File: config.mk
export PLATFORM = sky130hd
export DESIGN_NAME = nand_page_seq
export DESIGN_NICKNAME = d
export VERILOG_FILES = /design/src/rtl/nand_seq_pkg.sv /design/src/rtl/nand_cmd_decode.sv /design/src/rtl/nand_poll_timer.sv /design/src/rtl/nand_byte_ptr.sv /design/src/rtl/nand_page_seq.sv
export SDC_FILE = /design/constraint.sdc
export NUM_CORES = 1
export LEC_CHECK = 0
export BUFFER_PORTS_ARGS = -buffer_cell sky130_fd_sc_hd__buf_2
export CAP_MARGIN = 20
export CORE_MARGIN = 2
export CORE_UTILIZATION = 53
export CTS_CLUSTER_DIAMETER = 100
export DETAILED_ROUTE_END_ITERATION = 12
export MAX_ROUTING_LAYER = met4
export PLACE_DENSITY = 0.85
export SYNTH_ARGS = -nofsm -noshare
export SYNTH_HDL_FRONTEND = slang
export SYNTH_SLANG_ARGS = --single-unit
export TNS_END_PERCENT = 20
File: constraint.sdc
create_clock -name clk -period 8.15 [get_ports clk]
set_input_delay 2.445 -clock clk [delete_from_list [all_inputs] [get_ports clk]]
set_output_delay 2.445 -clock clk [all_outputs]
set_load 0.1 [all_outputs]
File: src/rtl/nand_seq_pkg.sv
// Shared types and device opcodes for the serial NAND page sequencer.
// Assumes a device that uses a one-byte opcode and a one-byte status register.
package nand_seq_pkg;

    typedef enum logic [1:0] {
        OP_READ  = 2'd0,
        OP_PROG  = 2'd1,
        OP_ERASE = 2'd2,
        OP_RSVD  = 2'd3
    } op_e;

    typedef enum logic [1:0] {
        RES_OK      = 2'd0,
        RES_DEVFAIL = 2'd1,
        RES_WPROT   = 2'd2,
        RES_ENGERR  = 2'd3
    } res_e;

    typedef enum logic [2:0] {
        STP_WREN,
        STP_ARRAY_RD,
        STP_PLOAD,
        STP_PEXEC,
        STP_BERASE,
        STP_POLL,
        STP_CACHE_RD
    } step_e;

    typedef enum logic [1:0] {
        DIR_NONE = 2'd0,
        DIR_RD   = 2'd1,
        DIR_WR   = 2'd2
    } dir_e;

    localparam logic [7:0] OPC_WREN      = 8'h06;
    localparam logic [7:0] OPC_ARRAY_RD  = 8'h13;
    localparam logic [7:0] OPC_CACHE_RD1 = 8'h0B;
    localparam logic [7:0] OPC_CACHE_RD4 = 8'h6B;
    localparam logic [7:0] OPC_PLOAD1    = 8'h02;
    localparam logic [7:0] OPC_PLOAD4    = 8'h32;
    localparam logic [7:0] OPC_PEXEC     = 8'h10;
    localparam logic [7:0] OPC_BERASE    = 8'hD8;
    localparam logic [7:0] OPC_GETFEAT   = 8'h0F;
    localparam logic [7:0] STATUS_REG    = 8'hC0;

    localparam int ST_BUSY_BIT  = 0;
    localparam int ST_EFAIL_BIT = 2;
    localparam int ST_PFAIL_BIT = 3;

endpackage

File: src/rtl/nand_cmd_decode.sv
// Command field decoder: turns the current step of a flow into the
// opcode, address, dummy and data fields handed to the serial engine.
// Assumes purely combinational use; the caller holds step and row stable.
module nand_cmd_decode
    import nand_seq_pkg::*;
#(
    parameter int ROW_W      = 24,
    parameter int LEN_W      = 12,
    parameter int PAGE_BYTES = 2048,
    parameter int BLK_SHIFT  = 6
) (
    input  step_e              step_i,
    input  logic               quad_i,
    input  logic [ROW_W-1:0]   row_i,
    output logic [7:0]         opcode_o,
    output logic [ROW_W-1:0]   addr_o,
    output logic [1:0]         addr_len_o,
    output logic [3:0]         dummy_o,
    output logic [1:0]         dir_o,
    output logic [LEN_W-1:0]   len_o,
    output logic               quad_o
);

    logic [ROW_W-1:0] blk_row;

    // Block-aligned row for erase: low page-in-block bits cleared.
    always_comb begin
        blk_row = row_i;
        blk_row[BLK_SHIFT-1:0] = '0;
    end

    // Field table for each step.
    always_comb begin
        opcode_o   = OPC_WREN;
        addr_o     = '0;
        addr_len_o = 2'd0;
        dummy_o    = 4'd0;
        dir_o      = DIR_NONE;
        len_o      = '0;
        quad_o     = 1'b0;
        case (step_i)
            STP_WREN: opcode_o = OPC_WREN;
            STP_ARRAY_RD: begin
                opcode_o   = OPC_ARRAY_RD;
                addr_o     = row_i;
                addr_len_o = 2'd3;
            end
            STP_PLOAD: begin
                opcode_o   = quad_i ? OPC_PLOAD4 : OPC_PLOAD1;
                addr_len_o = 2'd2;
                dir_o      = DIR_WR;
                len_o      = LEN_W'(PAGE_BYTES);
                quad_o     = quad_i;
            end
            STP_PEXEC: begin
                opcode_o   = OPC_PEXEC;
                addr_o     = row_i;
                addr_len_o = 2'd3;
            end
            STP_BERASE: begin
                opcode_o   = OPC_BERASE;
                addr_o     = blk_row;
                addr_len_o = 2'd3;
            end
            STP_POLL: begin
                opcode_o   = OPC_GETFEAT;
                addr_o     = ROW_W'(STATUS_REG);
                addr_len_o = 2'd1;
                dir_o      = DIR_RD;
                len_o      = LEN_W'(1);
            end
            STP_CACHE_RD: begin
                opcode_o   = quad_i ? OPC_CACHE_RD4 : OPC_CACHE_RD1;
                addr_len_o = 2'd2;
                dummy_o    = 4'd8;
                dir_o      = DIR_RD;
                len_o      = LEN_W'(PAGE_BYTES);
                quad_o     = quad_i;
            end
            default: opcode_o = OPC_WREN;
        endcase
    end

endmodule

File: src/rtl/nand_poll_timer.sv
// Busy-reading counter for status polling. Counts status readings that
// come back busy and flags the reading that reaches the limit.
// Assumes a limit of zero is treated like a limit of one.
module nand_poll_timer #(
    parameter int POLL_W = 16
) (
    input  logic              clk,
    input  logic              rst_n,
    input  logic              clear_i,
    input  logic              busy_i,
    input  logic [POLL_W-1:0] limit_i,
    output logic              expired_o
);

    logic [POLL_W-1:0] cnt_q;

    // Current busy reading reaches the limit.
    always_comb begin
        expired_o = busy_i &&
            (({1'b0, cnt_q} + (POLL_W+1)'(1)) >= {1'b0, limit_i});
    end

    // Count busy readings since the last clear.
    always_ff @(posedge clk) begin
        if (!rst_n)
            cnt_q <= '0;
        else if (clear_i)
            cnt_q <= '0;
        else if (busy_i)
            cnt_q <= cnt_q + POLL_W'(1);
    end

endmodule

File: src/rtl/nand_byte_ptr.sv
// Byte index within a page for the buffer side of a data transfer.
// Assumes clear is raised before each transfer command starts.
module nand_byte_ptr #(
    parameter int COL_W = 11
) (
    input  logic             clk,
    input  logic             rst_n,
    input  logic             clear_i,
    input  logic             adv_i,
    output logic [COL_W-1:0] ptr_o
);

    // Reset to zero on clear, step by one per moved byte.
    always_ff @(posedge clk) begin
        if (!rst_n)
            ptr_o <= '0;
        else if (clear_i)
            ptr_o <= '0;
        else if (adv_i)
            ptr_o <= ptr_o + COL_W'(1);
    end

endmodule

File: src/rtl/nand_page_seq.sv
// Serial NAND page sequencer top. Accepts one page read, page program or
// block erase at a time. Issues the device command chain to the serial
// engine and polls status until the device is idle, then reports a
// result code. Assumes the engine takes one command at a time and raises
// eng_done_i once per accepted command.
module nand_page_seq
    import nand_seq_pkg::*;
#(
    parameter int ROW_W           = 24,
    parameter int POLL_W          = 16,
    parameter int PAGE_BYTES      = 2048,
    parameter int PAGES_PER_BLOCK = 64,
    localparam int COL_W          = $clog2(PAGE_BYTES),
    localparam int LEN_W          = COL_W + 1,
    localparam int BLK_SHIFT      = $clog2(PAGES_PER_BLOCK)
) (
    input  logic              clk,
    input  logic              rst_n,
    input  logic              req_valid_i,
    output logic              req_ready_o,
    input  logic [1:0]        req_op_i,
    input  logic [ROW_W-1:0]  req_row_i,
    input  logic              wr_en_i,
    input  logic              quad_i,
    input  logic [POLL_W-1:0] poll_limit_i,
    output logic              done_o,
    output logic [1:0]        result_o,
    output logic              cmd_valid_o,
    input  logic              cmd_ready_i,
    output logic [7:0]        cmd_opcode_o,
    output logic [ROW_W-1:0]  cmd_addr_o,
    output logic [1:0]        cmd_addr_len_o,
    output logic [3:0]        cmd_dummy_o,
    output logic [1:0]        cmd_dir_o,
    output logic [LEN_W-1:0]  cmd_len_o,
    output logic              cmd_quad_o,
    input  logic              eng_done_i,
    input  logic              eng_err_i,
    input  logic [7:0]        eng_status_i,
    input  logic              eng_rx_valid_i,
    input  logic [7:0]        eng_rx_data_i,
    input  logic              eng_tx_take_i,
    output logic [7:0]        eng_tx_data_o,
    output logic [COL_W-1:0]  buf_addr_o,
    output logic              buf_we_o,
    output logic [7:0]        buf_wdata_o,
    input  logic [7:0]        buf_rdata_i
);

    typedef enum logic [1:0] {SQ_IDLE, SQ_ISSUE, SQ_WAIT, SQ_DONE} sq_e;

    sq_e               state_q;
    step_e             step_q;
    op_e               op_q;
    logic [ROW_W-1:0]  row_q;
    logic              quad_q;
    logic [POLL_W-1:0] lim_q;
    res_e              res_q;

    logic accept;
    logic step_end;
    logic poll_busy;
    logic poll_tick;
    logic poll_expired;
    logic fail_bit;
    logic refuse_wp;
    logic in_rd_xfer;
    logic in_wr_xfer;

    // Handshake and per-reading qualifiers.
    always_comb begin
        req_ready_o = (state_q == SQ_IDLE);
        accept      = req_ready_o && req_valid_i;
        refuse_wp   = !wr_en_i && (req_op_i == OP_PROG || req_op_i == OP_ERASE);
        step_end    = (state_q == SQ_WAIT) && eng_done_i;
        poll_busy   = eng_status_i[ST_BUSY_BIT];
        poll_tick   = step_end && !eng_err_i && (step_q == STP_POLL) && poll_busy;
        in_rd_xfer  = (state_q == SQ_WAIT) && (step_q == STP_CACHE_RD);
        in_wr_xfer  = (state_q == SQ_WAIT) && (step_q == STP_PLOAD);
    end

    // Fail bit that applies to the running operation.
    always_comb begin
        case (op_q)
            OP_PROG:  fail_bit = eng_status_i[ST_PFAIL_BIT];
            OP_ERASE: fail_bit = eng_status_i[ST_EFAIL_BIT];
            default:  fail_bit = 1'b0;
        endcase
    end

    // Flow controller: accept, issue, wait, finish.
    always_ff @(posedge clk) begin
        if (!rst_n) begin
            state_q <= SQ_IDLE;
            step_q  <= STP_WREN;
            op_q    <= OP_READ;
            row_q   <= '0;
            quad_q  <= 1'b0;
            lim_q   <= '0;
            res_q   <= RES_OK;
        end else begin
            case (state_q)
                SQ_IDLE: if (accept) begin
                    op_q   <= op_e'(req_op_i);
                    row_q  <= req_row_i;
                    quad_q <= quad_i;
                    lim_q  <= poll_limit_i;
                    res_q  <= RES_OK;
                    if (op_e'(req_op_i) == OP_RSVD) begin
                        res_q   <= RES_ENGERR;
                        state_q <= SQ_DONE;
                    end else if (refuse_wp) begin
                        res_q   <= RES_WPROT;
                        state_q <= SQ_DONE;
                    end else begin
                        step_q  <= (op_e'(req_op_i) == OP_READ) ? STP_ARRAY_RD : STP_WREN;
                        state_q <= SQ_ISSUE;
                    end
                end
                SQ_ISSUE: if (cmd_ready_i) state_q <= SQ_WAIT;
                SQ_WAIT: if (eng_done_i) begin
                    if (eng_err_i) begin
                        res_q   <= RES_ENGERR;
                        state_q <= SQ_DONE;
                    end else begin
                        state_q <= SQ_ISSUE;
                        case (step_q)
                            STP_WREN:     step_q <= (op_q == OP_PROG) ? STP_PLOAD : STP_BERASE;
                            STP_ARRAY_RD: step_q <= STP_POLL;
                            STP_PLOAD:    step_q <= STP_PEXEC;
                            STP_PEXEC:    step_q <= STP_POLL;
                            STP_BERASE:   step_q <= STP_POLL;
                            STP_POLL: begin
                                if (poll_busy) begin
                                    if (poll_expired) begin
                                        res_q   <= RES_ENGERR;
                                        state_q <= SQ_DONE;
                                    end
                                end else if (op_q == OP_READ) begin
                                    step_q <= STP_CACHE_RD;
                                end else begin
                                    res_q   <= fail_bit ? RES_DEVFAIL : RES_OK;
                                    state_q <= SQ_DONE;
                                end
                            end
                            default: begin
                                res_q   <= RES_OK;
                                state_q <= SQ_DONE;
                            end
                        endcase
                    end
                end
                default: state_q <= SQ_IDLE;
            endcase
        end
    end

    // Request completion outputs.
    always_comb begin
        done_o      = (state_q == SQ_DONE);
        result_o    = res_q;
        cmd_valid_o = (state_q == SQ_ISSUE);
    end

    nand_cmd_decode #(
        .ROW_W      (ROW_W),
        .LEN_W      (LEN_W),
        .PAGE_BYTES (PAGE_BYTES),
        .BLK_SHIFT  (BLK_SHIFT)
    ) decode_i (
        .step_i     (step_q),
        .quad_i     (quad_q),
        .row_i      (row_q),
        .opcode_o   (cmd_opcode_o),
        .addr_o     (cmd_addr_o),
        .addr_len_o (cmd_addr_len_o),
        .dummy_o    (cmd_dummy_o),
        .dir_o      (cmd_dir_o),
        .len_o      (cmd_len_o),
        .quad_o     (cmd_quad_o)
    );

    nand_poll_timer #(
        .POLL_W (POLL_W)
    ) timer_i (
        .clk       (clk),
        .rst_n     (rst_n),
        .clear_i   (accept),
        .busy_i    (poll_tick),
        .limit_i   (lim_q),
        .expired_o (poll_expired)
    );

    nand_byte_ptr #(
        .COL_W (COL_W)
    ) ptr_i (
        .clk     (clk),
        .rst_n   (rst_n),
        .clear_i (state_q == SQ_ISSUE),
        .adv_i   ((in_rd_xfer && eng_rx_valid_i) || (in_wr_xfer && eng_tx_take_i)),
        .ptr_o   (buf_addr_o)
    );

    // Page buffer data paths.
    always_comb begin
        buf_we_o      = in_rd_xfer && eng_rx_valid_i;
        buf_wdata_o   = eng_rx_data_i;
        eng_tx_data_o = buf_rdata_i;
    end

endmodule

==> Word-level counts from Yosys, hierarchy flattened <==
Cells that the tools add are included.
Widths: inputs -> output; s select.
{ "op_classes": {"muxes": 43, "order_cmp": 1, "addsub": 3, "n_eq_ne": 26, "n_reduce_logical": 31, "bitwise": 1} }
{ "op_table": {"columns": ["operator", "count"], "rows": [
  ["$pmux 24 s3", 1],
  ["$pmux 8 s6", 1],
  ["$mux 2", 17],
  ["$mux 3", 8],
  ["$pmux 12 s2", 1],
  ["$add 16x1->17 const B", 1],
  ["$ge 17x16->1", 1],
  ["$add 16x1->16 const B", 1],
  ["$pmux 2 s2", 4],
  ["$pmux 2 s3", 2],
  ["$pmux 3 s4", 1],
  ["$add 11x1->11 const B", 1],
  ["$logic_and 1x1->1", 11],
  ["$eq 2x2->1 const B", 5],
  ["$ne 5x5->1 const B", 2],
  ["$reduce_or 2->1", 5],
  ["$eq 3x3->1 const B", 3],
  ["$reduce_and 9->1", 1],
  ["$ne 2x2->1 const B", 4],
  ["$mux 7", 1],
  ["$eq 2x1->1 const B", 3],
  ["$eq 3x2->1 const B", 2],
  ["$logic_not 2->1", 3],
  ["$mux 6", 1],
  ["other kinds (19)", 25]
]} }
{ "word_totals": {"regBits": 77, "elab_cells": 114, "output_inout_bits": 86, "inputBits": 76} }

==> Depth between registers and ports, before layout <==
Gate-level depths: netlist of the first run.
{ "depth": {"word_depth": 12, "mapped_depth": 14} }

==> Hierarchy <==
A second synthesis of the first run with hierarchy kept.
{ "hier_totals": {"cells_unflattened": 595, "hier_area_um2": 4760.8} }
{ "modules_own_cells": {"columns": ["module", "n_inst", "area_each_um2", "cells_each", "seq_area_each_um2"], "rows": [
  ["nand_page_seq", 1, 2399.8, 294, 1001.0],
  ["nand_poll_timer", 1, 1368.8, 174, 320.3],
  ["nand_byte_ptr", 1, 496.7, 54, 220.2],
  ["nand_cmd_decode", 1, 495.5, 73, 0.0]
]} }

==> Worst setup path before layout of the first run <==
No wires, ideal clock.
{ "synth_path": {"path_kind": "reg-to-output", "from": "reg step_q[1]", "to": "out cmd_addr_len_o[1]", "slack_ns": 1.094, "t_arrival_ns": 4.611, "path_stages_with_launch": 6, "path_cell_list": "dfxtp_1 -> clkbuf_1 -> nand2b_1 -> inv_1 -> nor3_1 -> inv_1"} }
{ "synth_via": {"elab_chain_cells": 3, "elab_cells_between_ends": 9, "classes_between": "eq/ne: 6; mux: 1; reduce/logical: 2"} }
{ "synth_rtl": {"columns": ["element", "line_no", "text"], "rows": [
  ["from (decl)", "nand_page_seq.sv:53", "step_e step_q;"],
  ["from (signal assigned)", "nand_page_seq.sv:116", "step_q <= (op_e'(req_op_i) == OP_READ) ? STP_ARRAY_RD : STP_WREN;"],
  ["from (signal assigned)", "nand_page_seq.sv:128", "STP_WREN: step_q <= (op_q == OP_PROG) ? STP_PLOAD : STP_BERASE;"],
  ["$eq 3x1->1 (tied with other cells)", "nand_cmd_decode.sv:41", "case (step_i)"],
  ["$reduce_or 3->1 (no line) or $reduce_or 2->1 (tied branches)", null, null],
  ["$pmux 2 s3 *", "nand_cmd_decode.sv:41", null],
  ["to (decl)", "nand_page_seq.sv:32", "output logic [1:0] cmd_addr_len_o,"]
]} }
Every way passes the cells marked *; elsewhere a longest branch is shown, timed or not.

==> Final worst setup path of the first run <==
{ "layout_path": {"from": "in eng_rx_valid_i", "to": "out buf_we_o"} }
{ "layout_via": {"elab_chain_cells": 1} }
{ "layout_rtl": {"columns": ["element", "line_no", "text"], "rows": [
  ["from (decl)", "nand_page_seq.sv:40", "input logic eng_rx_valid_i,"],
  ["$logic_and 1x1->1", "nand_page_seq.sv:206", "buf_we_o = in_rd_xfer && eng_rx_valid_i;"],
  ["to (decl)", "nand_page_seq.sv:45", "output logic buf_we_o,"]
]} }
No other way between the ends.

==> results of run 1 <==
-- layer usage --
layer	share of wire, %	GRT usage, %	up-vias
met1	42	25.5	1854
met2	50	41.1	117
met5	0	-	-
li1	-	-	2032
met3	5.9	4.98	21
met4	2.0	8.69	0
-- placed cells by master (no fill, tap or decap), types with 2 or more instances in the layout --
master      netlist  final
a21boi_0         26     26
a21oi_1          35     35
a22o_1            2      2
a31oi_1           2      2
and2_1            7      7
and3_1            5      5
buf_2             3    112
buf_4            30      2
clkbuf_8          0     11
clkinvlp_4        0      2
conb_1            1     13
dfxtp_1          77     77
ha_1             23     23
inv_1            31     31
inv_6             0      2
mux2i_1           5      5
nand2_1         122    122
nand2b_1          5      5
nand3_1          14     14
nand4_1           6      6
nor2_1           59     58
nor2b_1          20     20
nor3_1            8      8
nor4_1            3      3
o21a_1            3      3
o21ai_0          13     13
or3_1             3      3
xnor2_1          13     13
xor2_1           24     24
-- power by group --
| part | internal (W) | switching, W |
|---|---|---|
| registers | 0.000397 | 0.0000184 |
| clock network | 0.000130 | 0.000152 |
| logic | 0.0000613 | 0.000227 |
-- final cells by class --
| type | instances | share of cell area (%) |
|---|---|---|
| Sequential cell | 77 | 30.5 |
| Tap cell | 105 | 2.60 |
| Timing Repair Buffer | 114 | 11.4 |
| Clock inverter | 5 | 0.816 |
| Clock buffer | 11 | 2.99 |
| Inverter | 31 | 2.30 |
| Multi-Input combinational cell | 433 | 49.4 |
-- flip-flops by register name, summed over array words and instances (netlist names) --
name	flops
timer_i.cnt_q	16
result_o	2
step_q	3
ptr_i.ptr_o	11
row_q	24
state_q	2
op_q	2
quad_q	1
lim_q	16
-- critical path: stages --
cell,delay (ns)
buf_2,0.09
inv_1,0.03
nor3_1,0.16
buf_2,0.46
-- synthesized netlist by cell type, types with 14 or more instances --
master    count  area share (%)
dfxtp_1      77              35
nand2_1     122              10
ha_1         23             6.5
buf_4        30             5.1
clkbuf_1     23             1.9
a21boi_0     26             4.4
nor2b_1      20             2.8
inv_1        31             2.6
xor2_1       24             4.7
a21oi_1      35             3.9
nand3_1      14             1.6
nor2_1       59             5.0
-- per-stage QoR --
stage	total power (W)	setup WS, ns
6_report	0.000986	2.51
5_1_grt	0.00103	2.44
4_1_cts	0.000989	2.52
3_5_place_dp	0.000710	2.52
3_3_place_gp	0.000703	2.52
2_1_floorplan	0.000699	1.09
-- kinds of logic (layout without fill, tap and decap cells) --
group,Yosys count,count (layout),share of synthesized area [%]
compound gates,96,96,14.1
xor+xnor,37,37,7.28
fa+ha+maj,23,23,6.46
buf+inv,89,161,10.3
flops,77,77,34.6
mux,5,5,1.12
other cells,1,13,0.0842
simple gates,259,259,26.1
-- worst min-delay path by stage --
stage	end	slack, ns	depth (start not counted)
floorplan	row_q[0]	0.43	2
detailed placement	row_q[3]	0.45	2
finish	lim_q[12]	0.46	2
global route	row_q[0]	0.48	2
global placement	row_q[1]	0.45	2
CTS	row_q[15]	0.47	2
==> results_dict.tcl, run 1 <==
set metrics [dict create \
    outcome "completed" \
    ff_latch_area_um2 1540 \
    antenna_found_initial 0 \
    end_kind "primary output" \
    r2r_end "result_o[0]" \
    worstHoldPathType "flop to flop" \
    drtIter0Drc 244 \
    dp_cells 758 \
    syn_inst 587 \
    final_core_util_pct 61.9 \
    maxCapViolations 0 \
    clock_latency_ns 0.36 \
    cts-htree-levels 3 \
    ir_drop_v 0.0000915 \
    finalCritPeriodShare_pct 69.1 \
    cts_tree "built" \
    cp-startpoint "eng_rx_valid_i" \
    grt_pass1_vias 3729 \
    cts_root_buf "clkbuf_8" \
    fin_nets 765 \
    slew_viol_final 0 \
    r2r_cells 13 \
    synthArstFlopShare_pct 0 \
    place_area_um2 4850 \
    die_width_um 95.7 \
    core_um2 8180 \
    io_pins 162 \
    wl_um 10200 \
    vias 4024 \
    gp_congestion 0.809 \
    grt_pass1_wl_um 16200 \
    rsz0062_at_grt "false" \
    crit_end "buf_we_o" \
    power_density_nw_per_um2 195 \
    fillers 724 \
    syn_to_final_growth_pct 13.6 \
    syn_area_um2 4450 \
    cp.required_ns 5.71 \
    holdWs_ns 0.461 \
    setup_violations 0 \
    final.setup.tns_ns 0 \
    place_hpwl_um 7510 \
    synth_edf_count 0 \
    avgViaCountPerCell 5.19 \
    crit-reg2reg-launch "timer_i.cnt_q[2]" \
    postSynthAreaPerCell_um2 7.59 \
    stdcell_area_um2 5060 \
    start_util_pct 54.5 \
    hold_viol 0 \
    critPathLaunchType "primary input" \
    std_cell_rows 33 \
    route.detailed.drc 0 \
    cts.sinks 77 \
    grtUsageTotal_pct 23.2 \
    cts_buffers 9 \
    wire_per_inst_um 13.1 \
    critical_path_arrival_ns 3.19 \
    path_clk_slew_ns 0.08 \
    post_cts_buffers 0 \
    worstHoldStart "lim_q[12]" \
    ys_seq_elements 77 \
    yosys_warnings 0 \
    cts_resized 0 \
    yosys_most_used_dff "dfxtp_1" \
    fmax_mhz 177 \
    worstSetupPathType "primary input to primary output" \
    grt_max_degree 46 \
    layout.cells.non_filler 776 \
    layout-drive-gt1-share_pct 20.7 \
    slew_headroom_pct 40.6 \
    die_area_um2 9150 \
    post-route-min-period_ns 5.64 \
    finClkSkew_ns 0.0138 \
    ff2ff_setup_slack_ns 4.45 \
    die_h_um 95.7 \
    leakagePower_nw 2.28 \
    final_antenna_net_count 0 \
    cp_max_fo 2 \
    multi_input_area_um2 2500 \
    globalRouteOverflowTotal 0 \
    cts_max_path_buffers 2 \
    ys_seq_area_share_pct 34.6 \
    worst_pin_slew_ns 0.886 \
    synth_cell_types 51 \
    antenna_cells 0 \
    first_pass_iters 5 \
    port_buffers 111 \
    ctsHoldBuffers 0 \
]
No activity file was read; power rests on OpenSTA's default activity.
==> inputs of run 2 (changes only) <==
--- a/config.mk
+++ b/config.mk
@@ -5,14 +5,15 @@
 export SDC_FILE = /design/constraint.sdc
 export NUM_CORES = 1
 export LEC_CHECK = 0
+export ABC_AREA = 1
 export BUFFER_PORTS_ARGS = -buffer_cell sky130_fd_sc_hd__buf_2
 export CAP_MARGIN = 20
 export CORE_MARGIN = 2
-export CORE_UTILIZATION = 53
+export CORE_UTILIZATION = 50
 export CTS_CLUSTER_DIAMETER = 100
 export DETAILED_ROUTE_END_ITERATION = 12
 export MAX_ROUTING_LAYER = met4
-export PLACE_DENSITY = 0.85
+export PLACE_DENSITY = 0.81
 export SYNTH_ARGS = -nofsm -noshare
 export SYNTH_HDL_FRONTEND = slang
 export SYNTH_SLANG_ARGS = --single-unit
==> constraint.sdc (replaced) <==
create_clock -name clk -period 5.4 [get_ports clk]
set_input_delay 1.62 -clock clk [delete_from_list [all_inputs] [get_ports clk]]
set_output_delay 1.62 -clock clk [all_outputs]
set_load 0.1 [all_outputs]
==> results_dict.tcl, run 2 <==
set metrics [dict create \
    outcome "completed" \
    cts_tree "built" \
    r2r_cells 18 \
    cp_max_fo 2 \
    fin_nets 800 \
    first_pass_iters 4 \
    std_cell_rows 34 \
    met3_wirelength_um 462 \
    final.setup.tns_ns 0 \
    antenna_found_initial 0 \
    hold_depth 2 \
    die_h_um 97.5 \
    cp.required_ns 3.78 \
    pre_cts_slack_ns 1.50 \
    worstHoldPathType "flop to flop" \
    rsz0062_at_grt "false" \
    antenna_cells 0 \
    drtIter0Drc 172 \
    cts-htree-levels 3 \
    io_pins 162 \
    wire_per_inst_um 12.4 \
    finalWorstSetupSlack_ns 1.50 \
    path_clk_slew_ns 0.08 \
    post-route-min-period_ns 3.90 \
    route.detailed.drc 0 \
    top_register "row_q" \
    syn_inst 614 \
    yosysTopAreaCellShare_pct 35.3 \
    syn_area_um2 4370 \
    critical_path_arrival_ns 2.28 \
    yosys_warnings 0 \
    cts_max_path_buffers 2 \
    synth_area_leaders "dfxtp_1 35%, a21oi_1 7.8%, inv_1 7.6%" \
    grt_pass1_wl_um 16900 \
    grt_max_degree 85 \
    final_antenna_net_count 0 \
    critPathLaunchType "primary input" \
    final_common_cell "buf_2" \
    slew_headroom_pct 51.0 \
    cts.sinks 77 \
    grtUsageTotal_pct 21.8 \
    power_density_nw_per_um2 358 \
    holdWs_ns 0.456 \
    vias 4108 \
    clock_latency_ns 0.35 \
    highest_layer "met4" \
    gp_congestion 0.915 \
    yosysMostFrequentCell "inv_1" \
    final_core_util_pct 58.4 \
    worst_pin_slew_ns 0.732 \
    ir_drop_v 0.000424 \
    finClkSkew_ns 0.00753 \
    core_um2 8590 \
    yosys_most_used_dff "dfxtp_1" \
    wl_um 10100 \
    place_hpwl_um 7530 \
    dr_wl_met2_um 5030 \
    layout_common_cells "111 x buf_2, 89 x inv_1, 82 x nor2_1" \
    ctsHoldBuffers 0 \
    maxCapViolations 0 \
    synthArstFlopShare_pct 0 \
    reg.largest.list "row_q: 24 flops, lim_q: 16 flops, timer_i.cnt_q: 16 flops" \
    start_util_pct 50.9 \
    wl_met1_um 4340 \
    largest_reg_flops 24 \
    cts_resized 0 \
    post_cts_buffers 0 \
    port_buffers 111 \
    grt_pass1_vias 3938 \
    synth_edf_count 0 \
    fmax_mhz 256 \
    ys_seq_area_share_pct 35.3 \
    cts_root_buf "clkbuf_8" \
    end_kind "primary output" \
    synthTopCellsByCount "89 x inv_1, 82 x nor2_1, 77 x dfxtp_1" \
    synth_cell_types 41 \
    slew_viol_final 0 \
    worstSetupPathType "primary input to primary output" \
    setup_violations 0 \
    yosysTopAreaCell "dfxtp_1" \
    syn_to_final_growth_pct 14.7 \
    die_area_um2 9500 \
    postSynthAreaPerCell_um2 7.12 \
    globalRouteOverflowTotal 0 \
    finalCritPeriodShare_pct 72.3 \
    layout-drive-gt1-share_pct 23.1 \
    avgViaCountPerCell 5.05 \
    ys_seq_elements 77 \
    die_width_um 97.5 \
    hold_viol 0 \
    leakagePower_nw 2.46 \
    cts_buffers 9 \
]
run 2: logic make-up (layout without fill, tap and decap cells):
family	after synthesis	in the layout	share of synthesized area, %
AND/OR/NAND/NOR	200	200	21.2
flip-flops	77	77	35.3
other	1	13	0.0858
AO/OA/AOI/OAI	151	151	18.1
XOR/XNOR	16	16	3.21
adder cells (fa/ha/maj)	23	23	6.58
buffers and inverters	146	226	15.6
run 2: final timing paths:
path	to	start	slack, ns
max	buf_we_o	eng_rx_valid_i	1.50
min	row_q[16]	row_q[16]	0.46
max reg2reg	result_o[1]	timer_i.cnt_q[0]	2.58
min reg2reg	row_q[16]	row_q[16]	0.46
run 2: worst max-delay path, stage by stage:
cell and delay, ns:
buf_2 0.09, nand3_2 0.10, inv_1 0.06, buf_2 0.41
run 2: cell type report:
type | count | area, µm²
Sequential cell | 77 | 1540
Multi-Input combinational cell | 403 | 2200
Clock buffer | 10 | 128
Timing Repair Buffer | 114 | 578
Inverter | 96 | 360
Fill cell | 803 | 3580
Clock inverter | 6 | 71.3
Tap cell | 108 | 135
run 2: per-layer routing:
metal / global-route usage (%) / vias up
met5: - / -
met4: 8.76 / 0
met3: 4.75 / 27
met2: 37.2 / 119
met1: 24.8 / 1858
li1: - / 2104
run 2: through the flow:
| stage | instances | area [µm²] | power, W |
|---|---|---|---|
| floorplan | 626 | 4420 | 0.00131 |
| global placement | 798 | 4820 | 0.00135 |
| detailed placement | 798 | 4820 | 0.00136 |
| CTS | 814 | 5010 | 0.00180 |
| global route | 814 | 5010 | 0.00188 |
| finish | 814 | 5010 | 0.00179 |
run 2: power breakdown:
group          total [W]  switching, W  internal [W]  leakage (nW)
combinational   0.000702      0.000577      0.000124          1.73
clock           0.000442      0.000225      0.000218        0.0935
sequential      0.000649     0.0000275      0.000622         0.631
==> inputs of run 3 (changes only) <==
--- a/config.mk
+++ b/config.mk
@@ -9,11 +9,11 @@
 export BUFFER_PORTS_ARGS = -buffer_cell sky130_fd_sc_hd__buf_2
 export CAP_MARGIN = 20
 export CORE_MARGIN = 2
-export CORE_UTILIZATION = 50
+export CORE_UTILIZATION = 45
 export CTS_CLUSTER_DIAMETER = 100
 export DETAILED_ROUTE_END_ITERATION = 12
 export MAX_ROUTING_LAYER = met4
-export PLACE_DENSITY = 0.81
+export PLACE_DENSITY = 0.77
 export SYNTH_ARGS = -nofsm -noshare
 export SYNTH_HDL_FRONTEND = slang
 export SYNTH_SLANG_ARGS = --single-unit
==> constraint.sdc (replaced) <==
create_clock -name clk -period 3.5 [get_ports clk]
set_input_delay 1.05 -clock clk [delete_from_list [all_inputs] [get_ports clk]]
set_output_delay 1.05 -clock clk [all_outputs]
set_load 0.1 [all_outputs]
==> results_dict.tcl, run 3 (same netlist as run 2, synthesis figures left out) <==
set metrics [dict create \
    worst_pin_slew_ns 0.597 \
    maxCapViolations 0 \
    wl_um 10500 \
    finalCritPeriodShare_pct 92.7 \
    cts_resized 0 \
    fmax_mhz 308 \
    cts_root_buf "clkbuf_8" \
    clock_latency_ns 0.36 \
    antenna_cells 0 \
    cp.required_ns 2.45 \
    start_util_pct 46.9 \
    cts_tree "built" \
    path_cells "inv_2 > nor2_1 > nor2_4 > buf_4 > nand2_8 > o21ai_0 > inv_2 > buf_2" \
    setup_violations 0 \
    globalRouteOverflowTotal 0 \
    cts-htree-levels 3 \
    vias 4087 \
    std_cell_rows 35 \
    ctsHoldBuffers 0 \
    drtIter0Drc 149 \
    worstSetupPathType "flop to primary output" \
    first_pass_iters 4 \
    place_area_um2 4990 \
    syn_to_final_growth_pct 18.7 \
    cp_max_fo 18 \
    avgViaCountPerCell 4.88 \
    port_buffers 111 \
    grt_pass1_wl_um 17000 \
    crit_path_top_delay_cell "dfxtp_1" \
    multi_input_area_um2 2330 \
    dp_cells 821 \
    critical_path_arrival_ns 2.20 \
    layout-drive-gt1-share_pct 26.7 \
    post-route-min-period_ns 3.25 \
    largest_reg_flops 24 \
    power_density_nw_per_um2 546 \
    end_kind "primary output" \
    place_hpwl_um 7990 \
    layout_common_cells "111 x buf_2, 87 x inv_1, 76 x dfxtp_1" \
    die_area_um2 10500 \
    antenna_found_initial 0 \
    layout.cells.non_filler 837 \
    cts_max_path_buffers 2 \
    ir_drop_v 0.000431 \
    outcome "completed" \
    final_antenna_net_count 0 \
    slew_viol_final 0 \
    ff_latch_area_um2 1540 \
    route.detailed.drc 0 \
    die_h_um 103 \
    final_common_cell "buf_2" \
    finClkSkew_ns 0.0164 \
    grt_pass1_vias 3847 \
    crit_top_cell "inv_2" \
    post_cts_buffers 0 \
    slew_headroom_pct 59.8 \
    reg.largest.list "row_q: 24 flops, lim_q: 16 flops, timer_i.cnt_q: 16 flops" \
    hold_depth 2 \
    core_um2 9330 \
    critPathLaunchType "flop" \
    grt_max_degree 62 \
    die_width_um 103 \
    rsz0062_at_grt "false" \
    power.total_w 0.00283 \
    final_core_util_pct 55.6 \
    stdcell_area_um2 5190 \
    critPathMaxStageDelay_ns 0.52 \
    grtUsageTotal_pct 20.9 \
    fillers 893 \
    hold_viol 0 \
    cts_buffers 9 \
    cts.sinks 77 \
    gp_congestion 0.974 \
    wire_per_inst_um 12.5 \
    r2r_cells 16 \
    worstHoldPathType "flop to flop" \
    fin_nets 802 \
    io_pins 162 \
    holdWs_ns 0.467 \
    path_clk_slew_ns 0.09 \
    top_register "row_q" \
    leakagePower_nw 2.47 \
]
run 3: changes by cell type in the layout (fill, tap and decap cells not counted), sizes merged:
cell,before,now
clkinv,1,4
buf,114,116
clkbuf,10,9
clkinvlp,2,1
inv,98,97
run 3: area by class of cell:
| type | instances | area share, % |
|---|---|---|
| clock buffer | 9 | 2.39 |
| sequential | 77 | 29.7 |
| multi-input combinational | 403 | 45.0 |
| clock inverter | 7 | 1.42 |
| inverter | 96 | 6.95 |
| timing repair buffer | 116 | 11.4 |
| tap | 129 | 3.11 |
run 3: worst max-delay path, delay by kind of cell, from the launching register on:
kind / cells / cell delay (ns)
buf+inv: 4 / 0.81
flops: 1 / 0.52
simple gates: 3 / 0.39
compound gates: 1 / 0.11
run 3: power by group:
part           leakage (nW)  switching [W]  total [W]  internal, W
Sequential            0.631      0.0000420    0.00100     0.000960
Combinational          1.74       0.000939    0.00115     0.000214
Clock                0.0996       0.000348   0.000679     0.000332
run 3: path summary, 6_finish.rpt:
check                        start             to  slack [ns]
hold / removal            row_q[0]       row_q[0]        0.47
setup / recovery         step_q[0]  cmd_addr_o[6]        0.25
setup reg to reg  timer_i.cnt_q[0]    result_o[0]        0.69
hold reg to reg           row_q[0]       row_q[0]        0.47
run 3: through the flow:
step | setup TNS [ns] | setup WS [ns]
final | 0 | 0.255
after global routing | 0 | 0.0941
after CTS | 0 | 0.233
after detailed placement | 0 | 0.633
after global placement | 0 | 0.690
after floorplan | -0.684 | -0.148
run 3: metal layers:
layer	track usage [%]	wire, µm	share of wire [%]
met5	-	0	0
met4	6.97	196	1.9
met3	4.41	578	5.5
met2	34.6	5000	48
met1	25.3	4720	45
